## src/rtl/cfgrx_pkg.sv

```systemverilog
package cfgrx_pkg;

    localparam int CODE_W = 18;
    localparam int ID_W   = 10;
    localparam int PRE_W  = CODE_W - ID_W;
    localparam int GAIN_W = 3;
    localparam int RSV_W  = 13;
    localparam int CFG_W  = 2 * GAIN_W + RSV_W;
    localparam int N_CODES = 2;

    localparam logic [CODE_W-1:0] BCAST_CODE = 18'h3A5C6;
    localparam logic [PRE_W-1:0]  DEV_PREFIX = 8'hB4;

    typedef struct packed {
        logic [GAIN_W-1:0] amp;
        logic [GAIN_W-1:0] fe;
        logic [RSV_W-1:0]  rsv;
    } cfg_t;

    localparam cfg_t CFG_DEFAULT = '{amp: 3'd4, fe: 3'd2, rsv: '0};

    typedef struct packed {
        logic stb;
        logic val;
    } sym_t;

    typedef enum logic {
        ST_HUNT = 1'b0,
        ST_CAPT = 1'b1
    } rx_state_e;

    function automatic logic [CODE_W-1:0] dev_code(input logic [ID_W-1:0] id);
        return {DEV_PREFIX, id};
    endfunction

endpackage

```

## src/rtl/cfgrx_sym_dec.sv

```systemverilog
module cfgrx_sym_dec
    import cfgrx_pkg::*;
#(
    parameter int SYM_CYC   = 32,
    parameter int IDLE_SYMS = 4
) (
    input  logic clk,
    input  logic rst,
    input  logic pwm_in,
    output sym_t sym,
    output logic idle_to
);

    localparam int HALF     = SYM_CYC / 2;
    localparam int IDLE_LIM = IDLE_SYMS * SYM_CYC + 1;
    localparam int HCNT_W   = $clog2(2 * SYM_CYC + 1);
    localparam int ICNT_W   = $clog2(IDLE_LIM + 1);

    localparam logic [HCNT_W-1:0] HI_MAX    = '1;
    localparam logic [HCNT_W-1:0] HALF_V    = HCNT_W'(HALF);
    localparam logic [HCNT_W-1:0] HI_ONE    = HCNT_W'(1);
    localparam logic [ICNT_W-1:0] IDLE_LAST = ICNT_W'(IDLE_LIM - 1);
    localparam logic [ICNT_W-1:0] IDLE_SAT  = ICNT_W'(IDLE_LIM);

    logic              pin_q;
    logic [HCNT_W-1:0] hi_cnt;
    logic [ICNT_W-1:0] lo_cnt;
    logic              fall;

    assign fall = pin_q & ~pwm_in;

    always_ff @(posedge clk) begin
        if (rst) begin
            pin_q   <= 1'b0;
            hi_cnt  <= '0;
            lo_cnt  <= '0;
            sym     <= '0;
            idle_to <= 1'b0;
        end else begin
            pin_q   <= pwm_in;
            sym.stb <= fall;
            sym.val <= fall && (hi_cnt > HALF_V);
            idle_to <= !pwm_in && (lo_cnt == IDLE_LAST);
            if (pwm_in) begin
                lo_cnt <= '0;
                if (!pin_q) begin
                    hi_cnt <= HI_ONE;
                end else if (hi_cnt != HI_MAX) begin
                    hi_cnt <= hi_cnt + 1'b1;
                end
            end else if (lo_cnt != IDLE_SAT) begin
                lo_cnt <= lo_cnt + 1'b1;
            end
        end
    end

endmodule

```

## src/rtl/cfgrx_match.sv

```systemverilog
module cfgrx_match
    import cfgrx_pkg::*;
(
    input  logic            clk,
    input  logic            rst,
    input  logic            shift_en,
    input  logic            clr,
    input  logic            bit_in,
    input  logic [ID_W-1:0] dev_id,
    output logic            hit
);

    localparam int FILL_W = $clog2(CODE_W + 1);
    localparam logic [FILL_W-1:0] FILL_FULL = FILL_W'(CODE_W);
    localparam logic [FILL_W-1:0] FILL_NEAR = FILL_W'(CODE_W - 1);

    logic [CODE_W-1:0] win;
    logic [CODE_W-1:0] win_nxt;
    logic [FILL_W-1:0] fill;
    logic [CODE_W-1:0] codes [N_CODES];
    logic [N_CODES-1:0] hits;

    assign win_nxt = {win[CODE_W-2:0], bit_in};

    always_comb begin
        codes[0] = BCAST_CODE;
        codes[1] = dev_code(dev_id);
    end

    for (genvar i = 0; i < N_CODES; i++) begin : g_cmp
        assign hits[i] = (win_nxt == codes[i]);
    end

    assign hit = (fill >= FILL_NEAR) && (|hits);

    always_ff @(posedge clk) begin
        if (rst) begin
            win  <= '0;
            fill <= '0;
        end else if (clr) begin
            win  <= '0;
            fill <= '0;
        end else if (shift_en) begin
            win <= win_nxt;
            if (fill != FILL_FULL) begin
                fill <= fill + 1'b1;
            end
        end
    end

endmodule

```

## src/rtl/cfgrx_capture.sv

```systemverilog
module cfgrx_capture
    import cfgrx_pkg::*;
(
    input  logic      clk,
    input  logic      rst,
    input  sym_t      sym,
    input  logic      idle_to,
    input  logic      hit,
    output logic      win_shift,
    output logic      win_clr,
    output rx_state_e state,
    output logic      valid,
    output cfg_t      cfg
);

    localparam int CNT_W = $clog2(CFG_W);
    localparam logic [CNT_W-1:0] CNT_LAST = CNT_W'(CFG_W - 1);

    logic [CNT_W-1:0] cnt;
    logic [CFG_W-1:0] shreg;
    logic [CFG_W-1:0] word_nxt;

    assign win_shift = sym.stb && (state == ST_HUNT) && !idle_to;
    assign win_clr   = idle_to || (win_shift && hit);
    assign word_nxt  = {shreg[CFG_W-2:0], sym.val};

    always_ff @(posedge clk) begin
        if (rst) begin
            state <= ST_HUNT;
            cnt   <= '0;
            shreg <= '0;
            valid <= 1'b0;
            cfg   <= CFG_DEFAULT;
        end else begin
            valid <= 1'b0;
            if (idle_to) begin
                state <= ST_HUNT;
                cnt   <= '0;
            end else if (sym.stb) begin
                if (state == ST_HUNT) begin
                    if (hit) begin
                        state <= ST_CAPT;
                        cnt   <= '0;
                    end
                end else begin
                    shreg <= word_nxt;
                    if (cnt == CNT_LAST) begin
                        cfg   <= cfg_t'(word_nxt);
                        valid <= 1'b1;
                        state <= ST_HUNT;
                        cnt   <= '0;
                    end else begin
                        cnt <= cnt + 1'b1;
                    end
                end
            end
        end
    end

endmodule

```

## src/rtl/cfgrx_top.sv

```systemverilog
module cfgrx_top
    import cfgrx_pkg::*;
#(
    parameter int SYM_CYC   = 32,
    parameter int IDLE_SYMS = 4
) (
    input  logic             clk,
    input  logic             rst,
    input  logic             pwm_in,
    input  logic [ID_W-1:0]  dev_id,
    output logic             valid,
    output logic [CFG_W-1:0] cfg,
    output logic [GAIN_W-1:0] amp_gain,
    output logic [GAIN_W-1:0] fe_gain
);

    sym_t      sym;
    logic      idle_to;
    logic      hit;
    logic      win_shift;
    logic      win_clr;
    rx_state_e state;
    cfg_t      cfg_q;
    logic      capt;

    cfgrx_sym_dec #(
        .SYM_CYC  (SYM_CYC),
        .IDLE_SYMS(IDLE_SYMS)
    ) u_dec (
        .clk    (clk),
        .rst    (rst),
        .pwm_in (pwm_in),
        .sym    (sym),
        .idle_to(idle_to)
    );

    cfgrx_match u_match (
        .clk     (clk),
        .rst     (rst),
        .shift_en(win_shift),
        .clr     (win_clr),
        .bit_in  (sym.val),
        .dev_id  (dev_id),
        .hit     (hit)
    );

    cfgrx_capture u_cap (
        .clk      (clk),
        .rst      (rst),
        .sym      (sym),
        .idle_to  (idle_to),
        .hit      (hit),
        .win_shift(win_shift),
        .win_clr  (win_clr),
        .state    (state),
        .valid    (valid),
        .cfg      (cfg_q)
    );

    assign capt     = (state == ST_CAPT);
    assign cfg      = cfg_q;
    assign amp_gain = cfg_q.amp;
    assign fe_gain  = cfg_q.fe;

endmodule

```

## config.mk

```make
export PLATFORM = sky130hd
export DESIGN_NAME = cfgrx_top
export DESIGN_NICKNAME = d
export VERILOG_FILES = /design/src/rtl/cfgrx_pkg.sv /design/src/rtl/cfgrx_sym_dec.sv /design/src/rtl/cfgrx_match.sv /design/src/rtl/cfgrx_capture.sv /design/src/rtl/cfgrx_top.sv
export SDC_FILE = /design/constraint.sdc
export NUM_CORES = 1
export LEC_CHECK = 0
export BUFFER_PORTS_ARGS = -buffer_cell sky130_fd_sc_hd__clkbuf_2
export CAP_MARGIN = 20
export CORE_UTILIZATION = 45
export CTS_BUF_LIST = sky130_fd_sc_hd__clkbuf_8
export DETAILED_ROUTE_END_ITERATION = 10
export HOLD_SLACK_MARGIN = 0.1
export PLACE_DENSITY = 0.66
export SYNTH_ARGS = -nofsm -noshare
export SYNTH_HDL_FRONTEND = slang
export SYNTH_SLANG_ARGS = --single-unit
```

## constraint.sdc

```tcl
create_clock -name clk -period 1.72 [get_ports clk]
set_input_delay 0.258 -clock clk [delete_from_list [all_inputs] [get_ports clk]]
set_output_delay 0.258 -clock clk [all_outputs]
set_load 0.1 [all_outputs]
```

==> impl_metrics.tcl, run 1 <==
set metrics [dict create \
    status "complete, no violations" \
    synthFlopType "dfxtp_1" \
    port_buffers 38 \
    fin_ws_ns 0.0181 \
    setup.worst_path.class "reg -> reg" \
    coreArea_um2 7690 \
    grt_max_degree 49 \
    antenna_found_initial 0 \
    htreeDepth 3 \
    stdcell_area_um2 4470 \
    drt_iter0_drc 154 \
    grt_pass1_wl_mm 11.8 \
    yosys_register_bits 85 \
    die_area_um2 8250 \
    dp_slack_ns -0.267 \
    rsz0062_at_grt "yes" \
    async_flop_share 0 \
    first_pass_iters 4 \
    syn_area_um2 3550 \
    synth_edf_count 0 \
    grt_remaining_overflow 0 \
    finalWirelength_mm 7.05 \
    gp_congestion 0.834 \
    worst_slew_pin_slew_ns 0.543 \
    clockBufferDepth 2 \
    multiInputGateArea_um2 1880 \
    synth_area_leader_cell "dfxtp_1" \
    syn_avg_cell_area_um2 9.03 \
    yosysSeqAreaShare 0.479 \
    cts_root_buf "clkbuf_8" \
    grt_pass1_vias 2774 \
    cp-end-kind "flop" \
    cp.arrival_ns 1.94 \
    synthCells 393 \
    cellPowerDensity_nw_per_um2 777 \
    avgRoutedWirePerCell_um 12.5 \
    ios 39 \
    cts.clk_slew.worst_paths_ns 0.09 \
    chipWidth_um 90.8 \
    clkLatencyLatePin_ns 0.36 \
    syn_to_final_growth_pct 25.8 \
    grt.total_usage 0.178 \
    antenna_left 0 \
    vias 2900 \
    syn-num-nets 416 \
    start_util 0.462 \
    p_leak_nw 1.79 \
    yosys_warnings 0 \
    clock_sinks 85 \
    period_needed_ns 1.70 \
    peakVddDrop_mv 0.425 \
    cts_inserted_buffers 9 \
    die_h_um 90.8 \
    fillers 697 \
    drc 0 \
    drive_above_1_share 0.311 \
    p_total_mw 3.47 \
    synthTopCellsByCount "85 x dfxtp_1, 83 x nand2_1, 38 x a21oi_1, 21 x nor2_1, 15 x xnor2_1" \
    viasPerCell 5.13 \
    synth_cell_type_count 53 \
    hp-class "in -> reg" \
    cp.required_ns 1.96 \
    place_area_um2 4040 \
    setup_viol 0 \
    slew_violations 0 \
    synth_top_area_frac 0.479 \
    synthTopCellsByArea "dfxtp_1 48%, nand2_1 8.8%, a21oi_1 5.4%, xnor2_1 3.7%, ha_1 3.5%" \
    regArea_um2 1720 \
    skew_ns 0.0138 \
    crit_fanout 8 \
    yosysMostFrequentCell "dfxtp_1" \
    final_nets 481 \
    rows 32 \
    fmax_ghz 0.588 \
    num_antenna_cells 0 \
    dp_hpwl_mm 4.81 \
    worstSetupStartpointType "flop" \
    cts_tree "built" \
    slew_headroom 0.640 \
    fin_crit_sh 0.990 \
    maxCapViolCount 0 \
    final_hold_viol_count 0 \
]
## metal layers
metal | GRT usage | share of wire | wire [um] | vias up
met5 | 0 | 0 | 0 | -
met4 | 0.103 | 0.024 | 167 | 0
li1 | - | - | - | 1481
met1 | 0.222 | 0.47 | 3340 | 1360
met3 | 0.0303 | 0.034 | 241 | 15
met2 | 0.290 | 0.47 | 3300 | 44
## layout make-up
type,count,area share
multi-input combinational,274,0.420
timing repair buffer,77,0.113
tap,102,0.0286
clock buffer,10,0.0308
sequential,85,0.384
inverter,11,0.00925
clock inverter,6,0.0132
## critical path, cell delays in order (launching register included)
cell and delay (ns):
dfxtp_2 0.36, nor4b_4 0.32, nand4_1 0.19, nor4_4 0.24, nor4_4 0.07, buf_6 0.15
a22o_4 0.25
## report_power, final
part           switching [mW]  internal [mW]
sequential             0.0119           1.97
combinational          0.0877         0.0620
clock                   0.747          0.588
total                   0.847           2.62
## cells by family after synthesis
group | after synthesis | synth area share
xor gates and xnor gates | 27 | 0.0666
AOI/OAI and AO/OA | 75 | 0.142
DFF | 85 | 0.479
adders and majority gates | 10 | 0.0352
buffers and inverters | 34 | 0.0458
muxes | 3 | 0.00881
and+or+nand+nor | 159 | 0.222
## what timing repair did
item	4_1_cts	5_1_grt
setup buffers	2	0
pin swaps	4	7
resized for setup	7	41
setup endpoints to repair	26	36
hold buffers	0	0
cloned	0	0
## sequential cells by signal (all words and copies together) (netlist names)
register and cells:
u_dec.lo_cnt 8, u_dec.sym 2, u_cap.state 1, u_cap.shreg 18, u_dec.hi_cnt 7, u_dec.pin_q 1
u_dec.idle_to 1, u_cap.cnt 5, u_match.win 17, u_match.fill 5, u_cap.valid 1, u_cap.cfg 19
## layout by cell type (no fill, tap or decap), drive strengths merged, types with 3 or more instances in the layout
cell type,n
a211oi,5
a21oi,38
a22o,18
and3,5
buf,39
clkbuf,48
clkinv,4
dfxtp,85
ha,10
inv,12
nand2,83
nand3,8
nand4,12
nor2,21
nor3,8
nor4,3
or2,3
xnor2,15
xor2,12
## worst paths after layout
check	endpoint	cells after the start	slack, ns	start
max	u_match.win[1]$_SDFFE_PP0P_	6	0.02	u_match.win[9]$_SDFFE_PP0P_
min	u_dec.lo_cnt[0]$_SDFFE_PP0P_	2	0.20	pwm_in
max reg2reg	u_match.win[1]$_SDFFE_PP0P_	6	0.02	u_match.win[9]$_SDFFE_PP0P_
min reg2reg	u_cap.cfg[6]$_SDFFE_PP0P_	2	0.46	u_cap.cfg[6]$_SDFFE_PP0P_
## through the flow
step,util,TNS [ns],cells,hold slack (ns)
after global placement,0.525,-4.14,547,0.444
after detailed placement,0.525,-4.78,547,0.449
after global routing,0.581,-0.508,565,0.208
after floorplan,-,-0.0224,393,0.347
final,0.581,0,565,0.204
after CTS,0.557,-0.0681,565,0.186
No activity file was read; power rests on OpenSTA's default activity.
==> inputs of run 2 (changes only) <==
--- a/config.mk
+++ b/config.mk
@@ -5,10 +5,12 @@
 export SDC_FILE = /design/constraint.sdc
 export NUM_CORES = 1
 export LEC_CHECK = 0
+export ABC_AREA = 1
 export BUFFER_PORTS_ARGS = -buffer_cell sky130_fd_sc_hd__clkbuf_2
 export CAP_MARGIN = 20
 export CORE_UTILIZATION = 45
 export CTS_BUF_LIST = sky130_fd_sc_hd__clkbuf_8
+export CTS_CLUSTER_DIAMETER = 50
 export DETAILED_ROUTE_END_ITERATION = 10
 export HOLD_SLACK_MARGIN = 0.1
 export PLACE_DENSITY = 0.66
==> run 2 against run 1 <==
Against the previous run: critical path depth is 3 higher; final area fell by 2.5%; via count increased by 8.3%; count of clock-buffer cells in the layout fell by 1; wire length increased by 3.9%; sequential cell count did not move; clock power increased by 21%; largest cell class unchanged.
==> impl_metrics.tcl, run 2 <==
set metrics [dict create \
    yosysMostFrequentCell "nand2_1" \
    final_hold_viol_count 0 \
    viasPerCell 4.87 \
    peakVddDrop_mv 0.579 \
    cts_hold_buffers 0 \
    fin_crit_sh 0.925 \
    dp_slack_ns 0.133 \
    largest_register_ffs 19 \
    synth_top_area_frac 0.444 \
    yosysSeqAreaShare 0.444 \
    gp_congestion 0.797 \
    synthFlopType "dfxtp_1" \
    synth_compound_area_frac 0.181 \
    cts_tree "built" \
    placedCellCount 629 \
    syn_area_um2 3830 \
    layout.cells.non_filler 645 \
    slew_headroom 0.621 \
    synth_edf_count 0 \
    rows 33 \
    vias 3141 \
    cts_inserted_buffers 9 \
    finalWirelength_mm 7.33 \
    port_buffers 38 \
    async_flop_share 0 \
    fin_setup_tns_ns 0 \
    coreArea_um2 8220 \
    die_area_um2 8890 \
    synth_fa_ha_area_frac 0.0326 \
    top_regs "u_cap.cfg x19, u_cap.shreg x18, u_match.win x17" \
    yosys_warnings 0 \
    worstPathCellList "inv_1, ha_1, nand2_1, nor3_2, nand2_1, nor2_4, buf_6, o21ai_0, a21oi_1" \
    worst_slew_pin_slew_ns 0.562 \
    regMostFlops "u_cap.cfg" \
    htreeDepth 3 \
    p_leak_nw 1.68 \
    fillers 794 \
    syn_to_final_growth_pct 13.6 \
    skew_ns 0.0117 \
    clockBufferDepth 2 \
    setup_viol 0 \
    avgRoutedWirePerCell_um 11.4 \
    chipWidth_um 94.3 \
    rsz0062_at_grt "no" \
    yosys.area_share.simple 0.211 \
    cts_root_buf "clkbuf_8" \
    crit_fanout 15 \
    final_cell_mix "93 x nand2_1, 81 x dfxtp_1, 65 x inv_1, 48 x a21oi_1, 38 x clkbuf_2" \
    ios 39 \
    worstSetupStartpointType "flop" \
    synth_top_family_by_area "simple AND/OR/NAND/NOR gates" \
    yosys_register_bits 85 \
    status "complete, no violations" \
    cp_slowest_cell "dfxtp_1" \
    synth_mux_area_frac 0 \
    antenna_found_initial 0 \
    clock_sinks 85 \
    num_antenna_cells 0 \
    slew_violations 0 \
    cp.arrival_ns 1.88 \
    final_common_cell "nand2_1" \
    first_pass_iters 5 \
    cellPowerDensity_nw_per_um2 857 \
    start_util 0.467 \
    synth_area_leader_cell "dfxtp_1" \
    cp.required_ns 2.01 \
    dp_hpwl_mm 5.17 \
    fin_ws_ns 0.128 \
    hp-class "in -> reg" \
    clkLatencyLatePin_ns 0.36 \
    synth_cell_type_count 37 \
    grt_pass1_vias 2835 \
    cts.clk_slew.worst_paths_ns 0.09 \
    synthTopCellsByArea "dfxtp_1 44%, nand2_1 9.2%, inv_1 6.5%, a21oi_1 6.3%, a21oi_2 4.3%" \
    synthTopCellsByCount "94 x nand2_1, 85 x dfxtp_1, 66 x inv_1, 48 x a21oi_1, 34 x nor2_1" \
    fmax_ghz 0.628 \
    die_h_um 94.3 \
    cp-end-kind "flop" \
    grt_pass1_wl_mm 12.2 \
    cpPeakStageDelay_ns 0.35 \
    cp_common_cell "nand2_1" \
    synthCells 499 \
    drc 0 \
    grt.total_usage 0.173 \
    drt_iter0_drc 100 \
    grt_max_degree 37 \
    maxCapViolCount 0 \
    grt_remaining_overflow 0 \
    synth-xor-area-share 0.0206 \
    syn_avg_cell_area_um2 7.68 \
    setup.worst_path.class "reg -> reg" \
    drive_above_1_share 0.209 \
    antenna_left 0 \
    period_needed_ns 1.59 \
    final_nets 558 \
    syn-num-nets 522 \
]
-- run 2: what timing repair did --
item	CTS	global route
gates resized for setup	0	12
setup buffers	0	0
endpoints found under the setup margin	0	11
-- run 2: final timing paths --
path / start / to / cells past startpoint / slack [ns]
max reg2reg: u_cap.cnt[0]$_SDFFE_PP0P_ / u_cap.cfg[13]$_SDFFE_PP0P_ / 9 / 0.13
max: u_cap.cnt[0]$_SDFFE_PP0P_ / u_cap.cfg[13]$_SDFFE_PP0P_ / 9 / 0.13
min: pwm_in / u_dec.pin_q$_SDFF_PP0_ / 3 / 0.17
min reg2reg: u_cap.shreg[15]$_SDFFE_PP0P_ / u_cap.cfg[16]$_SDFFE_PP0P_ / 2 / 0.47
-- run 2: worst max-delay path, delay by kind of cell (launching register included) --
family	cells	cell delay [ns]
AO/OA/AOI/OAI	2	0.23
buffers and inverters	2	0.26
adder cells (fa/ha/maj)	1	0.15
AND/OR/NAND/NOR	4	0.54
flip-flops	1	0.35
-- run 2: cell type report --
| cell class | count | area, um^2 | area share |
|---|---|---|---|
| well taps | 105 | 131 | 0.0302 |
| clock inverters | 7 | 103 | 0.0236 |
| inverters | 75 | 282 | 0.0647 |
| repair buffers | 47 | 290 | 0.0667 |
| flip-flops and latches | 85 | 1710 | 0.392 |
| clock buffers | 9 | 124 | 0.0284 |
| multi-input cells | 317 | 1720 | 0.395 |
-- run 2: power by group --
part / leakage (nW) / total, mW / internal, mW / switching (mW)
Combinational: 0.879 / 0.136 / 0.0477 / 0.0881
Sequential: 0.687 / 1.99 / 1.98 / 0.0101
Clock: 0.111 / 1.61 / 0.838 / 0.770
-- run 2: cells by family after synthesis --
kind of cell / after synthesis
AOI/OAI and AO/OA: 116
xor gates and xnor gates: 9
adders and majority gates: 10
buffers and inverters: 97
DFF: 85
and+or+nand+nor: 182
-- run 2: metrics by stage --
step	util	hold WS (ns)	instance area, um^2	power (mW)
3_3_place_gp	0.499	0.456	4100	2.16
3_5_place_dp	0.499	0.460	4100	2.17
5_1_grt	0.530	0.176	4350	3.86
6_report	0.530	0.168	4350	3.73
2_1_floorplan	-	0.380	3830	2.12
4_1_cts	0.527	0.142	4330	3.77
-- run 2: metal layers --
metal,vias up,track usage,part of all wire
met1,1439,0.212,0.49
met2,31,0.293,0.47
met4,0,0.0513,0.011
li1,1664,-,-
met3,7,0.0485,0.026
met5,-,0,0
==> inputs of run 3 (changes only) <==
--- a/config.mk
+++ b/config.mk
@@ -8,12 +8,12 @@
 export ABC_AREA = 1
 export BUFFER_PORTS_ARGS = -buffer_cell sky130_fd_sc_hd__clkbuf_2
 export CAP_MARGIN = 20
+export CORE_MARGIN = 4
 export CORE_UTILIZATION = 45
 export CTS_BUF_LIST = sky130_fd_sc_hd__clkbuf_8
 export CTS_CLUSTER_DIAMETER = 50
 export DETAILED_ROUTE_END_ITERATION = 10
 export HOLD_SLACK_MARGIN = 0.1
-export PLACE_DENSITY = 0.66
 export SYNTH_ARGS = -nofsm -noshare
 export SYNTH_HDL_FRONTEND = slang
 export SYNTH_SLANG_ARGS = --single-unit
==> constraint.sdc (replaced) <==
create_clock -name clk -period 1.5 [get_ports clk]
set_input_delay 0.225 -clock clk [delete_from_list [all_inputs] [get_ports clk]]
set_output_delay 0.225 -clock clk [all_outputs]
set_load 0.1 [all_outputs]
==> run 3 against run 2 <==
Against the previous run: the flow now finishes with violations (negative setup slack); via count increased by 5.1%; critical path depth increased by 1; final cell count up 3.9%; die area increased by 13%; combinational power grew 40%; clock skew increased by 0.0012 ns; worst setup slack lost 0.13 ns; non-clock buffer count up 26; critical endpoint is now u_cap.cfg[15]$_SDFFE_PP0P_.
==> impl_metrics.tcl, run 3 (synthesized netlist as in run 2, its figures left out) <==
set metrics [dict create \
    viasPerCell 4.93 \
    final_common_cell "nand2_1" \
    whs_endpoint "u_dec.pin_q$_SDFF_PP0_" \
    final_hold_viol_count 0 \
    maxUsedRoutingLayer "met4" \
    stdcell_area_um2 4910 \
    vias 3301 \
    wl_met3_um 233 \
    cts_inserted_buffers 9 \
    maxCapViolCount 0 \
    clockBufferDepth 2 \
    cp.required_ns 1.78 \
    holdCritStartpoint "pwm_in" \
    hold_depth 3 \
    setup.worst_path.class "reg -> reg" \
    period_needed_ns 1.50 \
    grt_pass1_vias 3008 \
    chipWidth_um 100 \
    fin_ws_ns -0.000355 \
    syn_to_final_growth_pct 28.1 \
    antenna_left 0 \
    cp-end-kind "flop" \
    avgRoutedWirePerCell_um 12.4 \
    final_nets 584 \
    r2r_start "u_cap.cnt[0]$_SDFFE_PP0P_" \
    grt_remaining_overflow 0 \
    cp_slowest_cell "dfxtp_2" \
    cts.clk_slew.worst_paths_ns 0.09 \
    wl_met2_mm 4.08 \
    skew_ns 0.0129 \
    place_area_um2 4250 \
    cts_hold_buffers 0 \
    die_area_um2 10100 \
    port_buffers 38 \
    placedCellCount 643 \
    reg2reg_to "u_cap.cfg[15]$_SDFFE_PP0P_" \
    final_cell_mix "89 x nand2_1, 62 x dfxtp_1, 61 x inv_1, 37 x a21oi_1, 37 x clkbuf_2" \
    rows 33 \
    grt_max_degree 37 \
    drive_above_1_share 0.359 \
    crit_start "u_cap.cnt[0]$_SDFFE_PP0P_" \
    slew_violations 0 \
    gp_congestion 0.781 \
    finalWirelength_mm 8.30 \
    die_h_um 100 \
    dp_hpwl_mm 5.25 \
    reg2reg_depth 10 \
    worstPathBufferInverterCount 3 \
    violations "negative setup slack" \
    crit_fanout 6 \
    layout.cells.non_filler 670 \
    clkLatencyLatePin_ns 0.35 \
    met1Wirelength_mm 3.91 \
    grt.total_usage 0.157 \
    r2r_slack_ns -0.0004 \
    grt_pass1_wl_mm 12.9 \
    crit_family "simple AND/OR/NAND/NOR gates" \
    cts_root_buf "clkbuf_8" \
    status "complete, but fails checks" \
    cp.arrival_ns 1.78 \
    coreArea_um2 8260 \
    rsz0062_at_grt "yes" \
    drc 0 \
    worstPathCellList "inv_2, ha_4, nand2_4, nor3_4, nand2_2, nor2_4, buf_8, clkbuf_16, o21ai_2, a21oi_1" \
    setup_viol 1 \
    hp-class "in -> reg" \
    first_pass_iters 4 \
    fmax_ghz 0.667 \
    p_leak_nw 1.90 \
    top_regs "u_cap.cfg x19, u_cap.shreg x18, u_match.win x17" \
    num_antenna_cells 0 \
    ios 39 \
    cpPeakStageDelay_ns 0.33 \
    antenna_found_initial 0 \
    drt_iter0_drc 105 \
    cts_tree "built" \
    worstSetupStartpointType "flop" \
    htreeDepth 3 \
    peakVddDrop_mv 0.623 \
    fin_crit_sh 1.00 \
    clock_sinks 85 \
    start_util 0.464 \
    slew_headroom 0.604 \
    regMostFlops "u_cap.cfg" \
    largest_register_ffs 19 \
    cellPowerDensity_nw_per_um2 867 \
    worst_slew_pin_slew_ns 0.588 \
]
[run 3: what timing repair did]
action | in CTS | in global routing
gates resized for setup | 8 | 87
setup buffers | 3 | 5
endpoints found under the hold margin | 0 | 0
setup endpoints to repair | 40 | 51
pin swaps | 1 | 12
cloned | 1 | 3
[run 3: worst max-delay path by stage]
stage | end | slack, ns | cells past startpoint
floorplan | u_cap.cfg[11]$_SDFFE_PP0P_ | 0.08 | 9
global placement | u_match.win[1]$_SDFFE_PP0P_ | -0.004 | 12
detailed placement | u_match.win[1]$_SDFFE_PP0P_ | -0.05 | 12
CTS | u_cap.cfg[1]$_SDFFE_PP0P_ | -0.03 | 10
global route | u_dec.hi_cnt[3]$_SDFFE_PP0P_ | -0.14 | 9
finish | u_cap.cfg[15]$_SDFFE_PP0P_ | -0.0004 | 10
[run 3: final cells by class]
class | count | area [um^2]
inverter | 75 | 282
fill | 743 | 3350
clock buffer | 9 | 124
multi-input combinational | 317 | 1930
timing repair buffer | 73 | 603
clock inverter | 6 | 96.3
tap | 105 | 131
sequential | 85 | 1740
[run 3: worst register-to-register path, cell delays in order, from the launching register on]
cell and delay, ns:
dfxtp_2 0.33, inv_2 0.07, ha_4 0.14, nand2_4 0.05, nor3_4 0.14, nand2_2 0.10
nor2_4 0.13, buf_8 0.16, clkbuf_16 0.16, o21ai_2 0.05, a21oi_1 0.12
[run 3: report_power, final]
part           total [mW]  internal [mW]  switching (mW)
Clock                1.80          0.949           0.852
Sequential           2.27           2.26          0.0110
Combinational       0.191         0.0757           0.115
[run 3: routing by layer]
layer | global-route usage | vias up
li1 | - | 1723
met5 | 0 | -
met4 | 0.0487 | 0
met2 | 0.260 | 37
met1 | 0.201 | 1534
met3 | 0.0403 | 7
[run 3: per-stage QoR]
| stage | total power, mW | setup TNS, ns | hold WS, ns | setup WS [ns] | util |
|---|---|---|---|---|---|
| 4_1_cts | 4.29 | -0.0385 | 0.122 | -0.0282 | 0.549 |
| 3_3_place_gp | 2.50 | -0.00819 | 0.450 | -0.00423 | 0.515 |
| 2_1_floorplan | 2.43 | 0 | 0.347 | 0.0847 | - |
| 3_5_place_dp | 2.50 | -0.537 | 0.451 | -0.0544 | 0.515 |
| 6_report | 4.26 | -0.000355 | 0.142 | -0.000355 | 0.595 |
| 5_1_grt | 4.42 | -4.48 | 0.128 | -0.137 | 0.595 |
